File: config.mk
export PLATFORM = sky130hd
export DESIGN_NAME = pllrc_seq
export DESIGN_NICKNAME = d
export VERILOG_FILES = /design/src/rtl/pllrc_pkg.sv /design/src/rtl/pllrc_rom.sv /design/src/rtl/pllrc_shift.sv /design/src/rtl/pllrc_timer.sv /design/src/rtl/pllrc_ctrl.sv /design/src/rtl/pllrc_seq.sv
export SDC_FILE = /design/constraint.sdc
export NUM_CORES = 1
export LEC_CHECK = 0
export CAP_MARGIN = 20
export CORE_MARGIN = 2
export CORE_UTILIZATION = 30
export CTS_CLUSTER_DIAMETER = 200
export CTS_CLUSTER_SIZE = 40
export DETAILED_ROUTE_END_ITERATION = 10
export DONT_BUFFER_PORTS = 1
export GPL_TIMING_DRIVEN = 0
export RECOVER_POWER = 50
export SKIP_LAST_GASP = 1
export SYNTH_ARGS = -nofsm -noshare
export SYNTH_HDL_FRONTEND = slang
export SYNTH_SLANG_ARGS = --single-unit
File: constraint.sdc
create_clock -name clk -period 3.3 [get_ports clk]
set_input_delay 0 -clock clk [delete_from_list [all_inputs] [get_ports clk]]
set_output_delay 0 -clock clk [all_outputs]
set_load 0.05 [all_outputs]
File: src/rtl/pllrc_pkg.sv
package pllrc_pkg;
    localparam int IMG_W    = 144;
    localparam int SEL_W    = 4;
    localparam int NUM_PROF = 15;
    localparam int WORD_W   = 9;
    localparam int LOW_W    = WORD_W - SEL_W;
    localparam int TMO_W    = 16;

    typedef enum logic [2:0] {
        ST_IDLE, ST_PREP, ST_SHIFT, ST_GAP, ST_UPD, ST_WAIT, ST_RST, ST_DONE
    } seq_st_e;

    typedef struct packed {
        logic data;
        logic clk_en;
        logic update;
        logic areset;
    } pll_drv_t;

    typedef struct packed {
        logic busy;
        logic done;
        logic err_sel;
        logic err_tmo;
    } req_stat_t;

    function automatic logic [WORD_W-1:0] profile_word(int k);
        return {SEL_W'(k), LOW_W'((3 * k + 1) % 32)};
    endfunction
endpackage

File: src/rtl/pllrc_rom.sv
module pllrc_rom
    import pllrc_pkg::*;
#(
    parameter int P_IMG_W    = IMG_W,
    parameter int P_SEL_W    = SEL_W,
    parameter int P_NUM_PROF = NUM_PROF
) (
    input  logic [P_SEL_W-1:0] sel,
    output logic [P_IMG_W-1:0] img,
    output logic               valid
);
    localparam int N_ENT = 2 ** P_SEL_W;

    logic [P_IMG_W-1:0] prof_tbl [N_ENT];

    for (genvar p = 0; p < N_ENT; p++) begin : g_prof
        localparam logic [WORD_W-1:0] W = profile_word(p);
        for (genvar b = 0; b < P_IMG_W; b++) begin : g_bit
            if (p < P_NUM_PROF) begin : g_on
                assign prof_tbl[p][b] = W[b % WORD_W];
            end else begin : g_off
                assign prof_tbl[p][b] = 1'b0;
            end
        end
    end

    assign valid = (32'(sel) < P_NUM_PROF);
    assign img   = valid ? prof_tbl[sel] : '0;
endmodule

File: src/rtl/pllrc_shift.sv
module pllrc_shift
    import pllrc_pkg::*;
#(
    parameter int P_IMG_W = IMG_W,
    localparam int CNT_W  = $clog2(P_IMG_W + 1)
) (
    input  logic               clk,
    input  logic               rst,
    input  logic               load,
    input  logic               adv,
    input  logic [P_IMG_W-1:0] img,
    output logic               bit_o,
    output logic               last
);
    logic [P_IMG_W-1:0] sr;
    logic [CNT_W-1:0]   cnt;

    always_ff @(posedge clk) begin
        if (rst) begin
            sr  <= '0;
            cnt <= '0;
        end else if (load) begin
            sr  <= img;
            cnt <= '0;
        end else if (adv) begin
            sr  <= {sr[P_IMG_W-2:0], 1'b0};
            cnt <= cnt + 1'b1;
        end
    end

    assign bit_o = sr[P_IMG_W-1];
    assign last  = (cnt == CNT_W'(P_IMG_W));

    a_r1_count_bound: assert property (@(posedge clk) disable iff (rst)
        32'(cnt) <= P_IMG_W);
    a_r1_no_shift_past_end: assert property (@(posedge clk) disable iff (rst)
        last |-> !adv);
endmodule

File: src/rtl/pllrc_timer.sv
module pllrc_timer #(
    parameter int P_TMO_W = 16
) (
    input  logic               clk,
    input  logic               rst,
    input  logic               run,
    input  logic [P_TMO_W-1:0] limit,
    output logic               hit
);
    logic [P_TMO_W:0] cnt;

    always_ff @(posedge clk) begin
        if (rst || !run) cnt <= '0;
        else if (!hit)   cnt <= cnt + 1'b1;
    end

    assign hit = run && ((cnt + 1'b1) >= {1'b0, limit});

    a_r9_count_only_when_running: assert property (@(posedge clk) disable iff (rst)
        !run |=> (cnt == '0));
endmodule

File: src/rtl/pllrc_ctrl.sv
module pllrc_ctrl
    import pllrc_pkg::*;
(
    input  logic      clk,
    input  logic      rst,
    input  logic      start,
    input  logic      sel_ok,
    input  logic      scan_done,
    input  logic      sh_bit,
    input  logic      sh_last,
    input  logic      tmo_hit,
    output logic      sh_load,
    output logic      sh_adv,
    output logic      tmr_run,
    output pll_drv_t  drv,
    output req_stat_t stat
);
    seq_st_e st, nxt;
    logic    bad_sel, tmo_fire;

    always_comb begin
        nxt      = st;
        sh_load  = 1'b0;
        sh_adv   = 1'b0;
        bad_sel  = 1'b0;
        tmo_fire = 1'b0;
        unique case (st)
            ST_IDLE: if (start) begin
                if (sel_ok) begin
                    nxt     = ST_PREP;
                    sh_load = 1'b1;
                end else begin
                    bad_sel = 1'b1;
                end
            end
            ST_PREP: begin
                nxt    = ST_SHIFT;
                sh_adv = 1'b1;
            end
            ST_SHIFT: begin
                if (sh_last) nxt = ST_GAP;
                else         sh_adv = 1'b1;
            end
            ST_GAP: nxt = ST_UPD;
            ST_UPD: nxt = ST_WAIT;
            ST_WAIT: begin
                if (scan_done) begin
                    nxt = ST_RST;
                end else if (tmo_hit) begin
                    nxt      = ST_IDLE;
                    tmo_fire = 1'b1;
                end
            end
            ST_RST:  nxt = ST_DONE;
            ST_DONE: nxt = ST_IDLE;
            default: nxt = ST_IDLE;
        endcase
    end

    assign tmr_run = (st == ST_WAIT);

    always_ff @(posedge clk) begin
        if (rst) begin
            st   <= ST_IDLE;
            drv  <= '0;
            stat <= '0;
        end else begin
            st           <= nxt;
            drv.data     <= sh_adv ? sh_bit : 1'b0;
            drv.clk_en   <= sh_adv;
            drv.update   <= (nxt == ST_UPD);
            drv.areset   <= (nxt == ST_RST);
            stat.busy    <= (nxt != ST_IDLE);
            stat.done    <= (nxt == ST_DONE);
            stat.err_sel <= bad_sel;
            stat.err_tmo <= tmo_fire;
        end
    end

    a_r4_update_after_gap: assert property (@(posedge clk) disable iff (rst)
        $fell(drv.clk_en) |=> drv.update);
    a_r4_update_single: assert property (@(posedge clk) disable iff (rst)
        drv.update |=> !drv.update);
    a_r5_areset_single: assert property (@(posedge clk) disable iff (rst)
        drv.areset |=> !drv.areset);
    a_r5_areset_needs_done: assert property (@(posedge clk) disable iff (rst)
        $rose(drv.areset) |-> $past(scan_done));
    a_r6_done_follows_areset: assert property (@(posedge clk) disable iff (rst)
        drv.areset |=> stat.done);
    a_r1_shift_inside_busy: assert property (@(posedge clk) disable iff (rst)
        drv.clk_en |-> stat.busy);
    a_r8_reject_stays_idle: assert property (@(posedge clk) disable iff (rst)
        stat.err_sel |-> !stat.busy && !drv.clk_en);
    a_r9_timeout_no_reset: assert property (@(posedge clk) disable iff (rst)
        stat.err_tmo |-> !drv.areset && !stat.busy);
    a_r2_data_quiet_off: assert property (@(posedge clk) disable iff (rst)
        !drv.clk_en |-> !drv.data);
endmodule

File: src/rtl/pllrc_seq.sv
module pllrc_seq
    import pllrc_pkg::*;
#(
    parameter int P_IMG_W    = IMG_W,
    parameter int P_SEL_W    = SEL_W,
    parameter int P_NUM_PROF = NUM_PROF,
    parameter int P_TMO_W    = TMO_W
) (
    input  logic               clk,
    input  logic               rst,
    input  logic               start,
    input  logic [P_SEL_W-1:0] freq_sel,
    input  logic [P_TMO_W-1:0] tmo_limit,
    input  logic               scan_done,
    output logic               busy,
    output logic               done,
    output logic               err_sel,
    output logic               err_tmo,
    output logic               scan_data,
    output logic               scan_clk_en,
    output logic               cfg_update,
    output logic               pll_areset
);
    logic [P_IMG_W-1:0] img;
    logic               sel_ok, sh_load, sh_adv, sh_bit, sh_last, tmr_run, tmo_hit;
    pll_drv_t           drv;
    req_stat_t          stat;

    pllrc_rom #(.P_IMG_W(P_IMG_W), .P_SEL_W(P_SEL_W), .P_NUM_PROF(P_NUM_PROF)) u_rom (
        .sel(freq_sel), .img(img), .valid(sel_ok)
    );

    pllrc_shift #(.P_IMG_W(P_IMG_W)) u_shift (
        .clk(clk), .rst(rst), .load(sh_load), .adv(sh_adv),
        .img(img), .bit_o(sh_bit), .last(sh_last)
    );

    pllrc_timer #(.P_TMO_W(P_TMO_W)) u_timer (
        .clk(clk), .rst(rst), .run(tmr_run), .limit(tmo_limit), .hit(tmo_hit)
    );

    pllrc_ctrl u_ctrl (
        .clk(clk), .rst(rst), .start(start), .sel_ok(sel_ok),
        .scan_done(scan_done), .sh_bit(sh_bit), .sh_last(sh_last),
        .tmo_hit(tmo_hit), .sh_load(sh_load), .sh_adv(sh_adv),
        .tmr_run(tmr_run), .drv(drv), .stat(stat)
    );

    assign scan_data   = drv.data;
    assign scan_clk_en = drv.clk_en;
    assign cfg_update  = drv.update;
    assign pll_areset  = drv.areset;
    assign busy        = stat.busy;
    assign done        = stat.done;
    assign err_sel     = stat.err_sel;
    assign err_tmo     = stat.err_tmo;
endmodule

==> impl_metrics.csv <==
group,metric,value,unit
grt,grt-ovfl-total,0,
synth,synthCells,979,
placement,portBuffers,0,
detailed_routing,postRouteAntennaNets,0,
detailed_routing,drtIter0Drc,626,
power,p_int,5.55,mW
finish,layout-drive-gt1-share,0.0853,
setup_path,cp_max_fo,7,
setup_path,rr_worst_depth,10,
clock_tree,cts_buffers,17,
placement,hpwl,14.5,mm
grt,track_usage,0.158,
grt,grt_max_degree,17,
synth,ys_seq_area_frac,0.431,
power,share_comb_of_total_power,0.440,
sta,setup_viol,0,
sta,finalCriticalPeriod,3170,ps
clock_tree,clk_pin_slew_worst_paths,70,ps
clock_tree,clk_path_buf_depth,2,
setup_path,cp-end-kind,"flip-flop",
run,cap_violations,0,
placement,gp_congestion,0.819,
die,dieArea,29200,um2
sta,slew_viol_final,0,
detailed_routing,dr_total_vias,7380,
finish,fin_cells,1398,
worst_hold_path,hold_end,"u_ctrl.stat[1]",
clock_tree,cts_tree,"built",
power,irDropWorstVdd,464,uV
clock_tree,h-tree-depth,4,
setup_path,cpMostUsedCell,"nand4_1",
setup_path,critPathSlowestCell,"or4b_4",
sta,period_share,0.961,
synth,yosysTopAreaCellShare,0.431,
setup_path,worstReg2RegStart,"u_timer.cnt[8]",
synth,syn_area,8360,um2
run_status,status,"complete, no violations",
sta,fin_setup_tns,0,ps
sta,max_freq,315,MHz
sta,hold_viol_final,0,
die,pin_count,32,
synth,ys_warn_count,0,
sta,fin_skew,12.2,ps
power,p_leak,3.31,nW
synth,synth_edf_count,0,
synth,ys_async_sr_fraction,0,
detailed_routing,wl,22.6,mm
detailed_routing,route.detailed.drc,0,
power,switchingPower,4.18,mW
synth,yosys.area.top_type,"dfxtp_1",
finish,diodes,0,
worst_hold_path,whs_path_depth,3,
setup_path,required,3640,ps
finish,nets,1056,
worst_hold_path,hold_start,"freq_sel[3]",
sta,slew_headroom,0.341,
synth,synth-seq-cells,180,
setup_path,path_cells,"nand4_1 > buf_4 > nor4_2 > xor2_1 > ha_1 > and4_1 > nand4_1 > o221ai_4 > or4b_4 > o31ai_1",
power,p_sw_frac,0.430,
die,die_x,171,um
setup_path,worstSetupStartpointType,"flip-flop",
clock_tree,worst_skew_pair.late_latency,430,ps
finish,fillers,2895,
setup_path,reg2reg_slack,130,ps
die,num_rows,61,
sta,worst_pin_slew,982,ps
detailed_routing,dr.pass1.iters,5,
synth,synth.avg_cell_area,8.54,um2
power,clkPwrFrac,0.207,
power,totalPowerFinal,9.72,mW
power,seqPwrFrac,0.354,
synth,yosysUniqueCellTypes,62,
setup_path,r2r_end,"u_ctrl.st[0]",
placement,dp_cells,1357,
die,core,27600,um2
detailed_routing,wl_per_cell,16.1,um
grt,grt_pass1_vias,6891,
grt,grt_pass1_wl,36.7,mm
die,start_util,0.303,
grt,antenna_found_initial,1,
synth,synth_nets,1028,
setup_path,worstSetupStartpoint,"u_timer.cnt[8]",
synth,synth_ff_type,"dfxtp_1",
setup_path,max_stage_delay,560,ps
die,die_h,171,um
setup_path,critical_path_class,"reg2reg",
clock_tree,cts_num_sinks,180,
finish,area_growth,14.4,%
setup_path,cp_data_arrival_time,3520,ps
worst_hold_path,hp-class,"in2reg",
power,p_per_area,1020,nW/um2
synth,synth_area_leaders,"dfxtp_1, a211oi_1, nor3_1",
clock_tree,root_buffer,"clkbuf_16",
detailed_routing,viasPerCell,5.28,
-- power by group through the flow --
stage,Sequential (mW),Clock (mW),Combinational [mW]
2_1_floorplan,3.37,0,3.20
3_3_place_gp,3.46,0,4.22
3_5_place_dp,3.46,0,4.28
4_1_cts,3.43,2.05,4.32
5_1_grt,3.53,2.14,4.78
6_report,3.44,2.01,4.28
-- worst max-delay path by stage --
stage                      to  depth (start not counted)  slack [ps]
2_1_floorplan    u_ctrl.st[0]                         12         110
3_3_place_gp   u_ctrl.stat[3]                         12        -510
3_5_place_dp   u_ctrl.stat[3]                         12        -540
4_1_cts        u_ctrl.stat[3]                         11          20
5_1_grt          u_ctrl.st[0]                         11         -10
6_report         u_ctrl.st[0]                         10         130
-- flip-flops by register name, summed over array words and instances, names as in the netlist --
signal / cells
u_ctrl.drv: 4
u_ctrl.st: 3
u_ctrl.stat: 4
u_shift.cnt: 8
u_shift.sr: 144
u_timer.cnt: 17
-- worst max-delay path: cells and delay by family, from the launching register on --
| family | cells | cell delay (ps) |
|---|---|---|
| simple gates | 5 | 1500 |
| compound gates | 2 | 410 |
| flops | 1 | 460 |
| xor+xnor | 1 | 210 |
| fa+ha+maj | 1 | 300 |
| buf+inv | 1 | 210 |
-- layer usage --
| layer | routed length [um] | track usage | vias to the layer above | share of wire |
|---|---|---|---|---|
| li1 | - | - | 3634 | - |
| met1 | 11000 | 0.216 | 3534 | 0.49 |
| met2 | 10300 | 0.252 | 194 | 0.46 |
| met3 | 1050 | 0.0326 | 16 | 0.046 |
| met4 | 199 | 0.0409 | 2 | 0.0088 |
| met5 | 13 | 0 | - | 0.00058 |
-- metrics by stage --
step / util / cell area [um2] / hold WS (ps) / worst slack [ps]
3_3_place_gp: 0.320 / 8830 / 106 / -512
2_1_floorplan: - / 8360 / 102 / 112
3_5_place_dp: 0.320 / 8830 / 110 / -544
6_report: 0.346 / 9560 / 2.62 / 128
4_1_cts: 0.344 / 9490 / 3.06 / 22.0
5_1_grt: 0.346 / 9560 / 33.5 / -14.5
-- layout make-up --
class,instances,area [um2],share of cell area
clock buffers,20,447,0.0467
plain buffers,91,409,0.0428
clock inverters,12,116,0.0122
inverters,27,101,0.0106
repair buffers,9,77.6,0.00811
well taps,378,473,0.0495
multi-input cells,681,4320,0.452
flip-flops and latches,180,3610,0.378
-- synthesized netlist by cell type, drive strengths merged, types with 2 or more instances --
| library cell | n |
|---|---|
| a2111oi | 3 |
| a211oi | 129 |
| a21o | 4 |
| a21oi | 16 |
| a31oi | 17 |
| and3 | 3 |
| and3b | 2 |
| and4 | 3 |
| buf | 42 |
| clkbuf | 49 |
| dfxtp | 180 |
| ha | 25 |
| inv | 26 |
| mux2i | 18 |
| nand2 | 132 |
| nand2b | 19 |
| nand3 | 11 |
| nand4 | 9 |
| nor2 | 13 |
| nor2b | 3 |
| nor3 | 132 |
| nor3b | 3 |
| nor4 | 15 |
| nor4b | 3 |
| o211ai | 7 |
| o21a | 3 |
| o21ai | 71 |
| o31ai | 5 |
| or3 | 2 |
| or4 | 2 |
| or4b | 2 |
| xnor2 | 9 |
| xor2 | 8 |
-- cell families after synthesis --
logic type	Yosys count	synth area share
compound gates	263	0.214
xor+xnor	17	0.0187
fa+ha+maj	25	0.0374
buf+inv	118	0.0633
flops	180	0.431
mux	19	0.0243
simple gates	357	0.211
-- what timing repair did --
item / 4_1_cts / 5_1_grt
buffers inserted: 1 / 3
hold buffers: 4 / 0
resized for setup: 10 / 15
endpoints found under the hold margin: 16 / 0
setup endpoints to repair: 21 / 19
pin swaps: 1 / 2
-- layout by cell type, fill, tap and decap left out, types with 3 or more instances in the layout --
cell type,instances
nor3_1,129
buf_2,10
o21ai_0,70
dlygate4sd3_1,4
ha_1,24
clkinv_2,3
inv_1,26
nand2_1,132
a21oi_1,15
nor4_1,13
buf_4,15
buf_1,3
nor2_1,13
nand4_1,8
and3_1,3
clkbuf_1,65
xor2_1,7
o31ai_1,3
nor2b_1,3
nor3b_1,3
o21a_1,3
inv_6,5
clkbuf_16,17
xnor2_1,9
dfxtp_1,175
nand3_1,10
and4_1,3
a211oi_1,128
o211ai_1,7
a21o_1,4
nand2b_1,19
dfxtp_2,4
mux2i_1,18
a31oi_1,16
(Power assumes the default switching activity.)
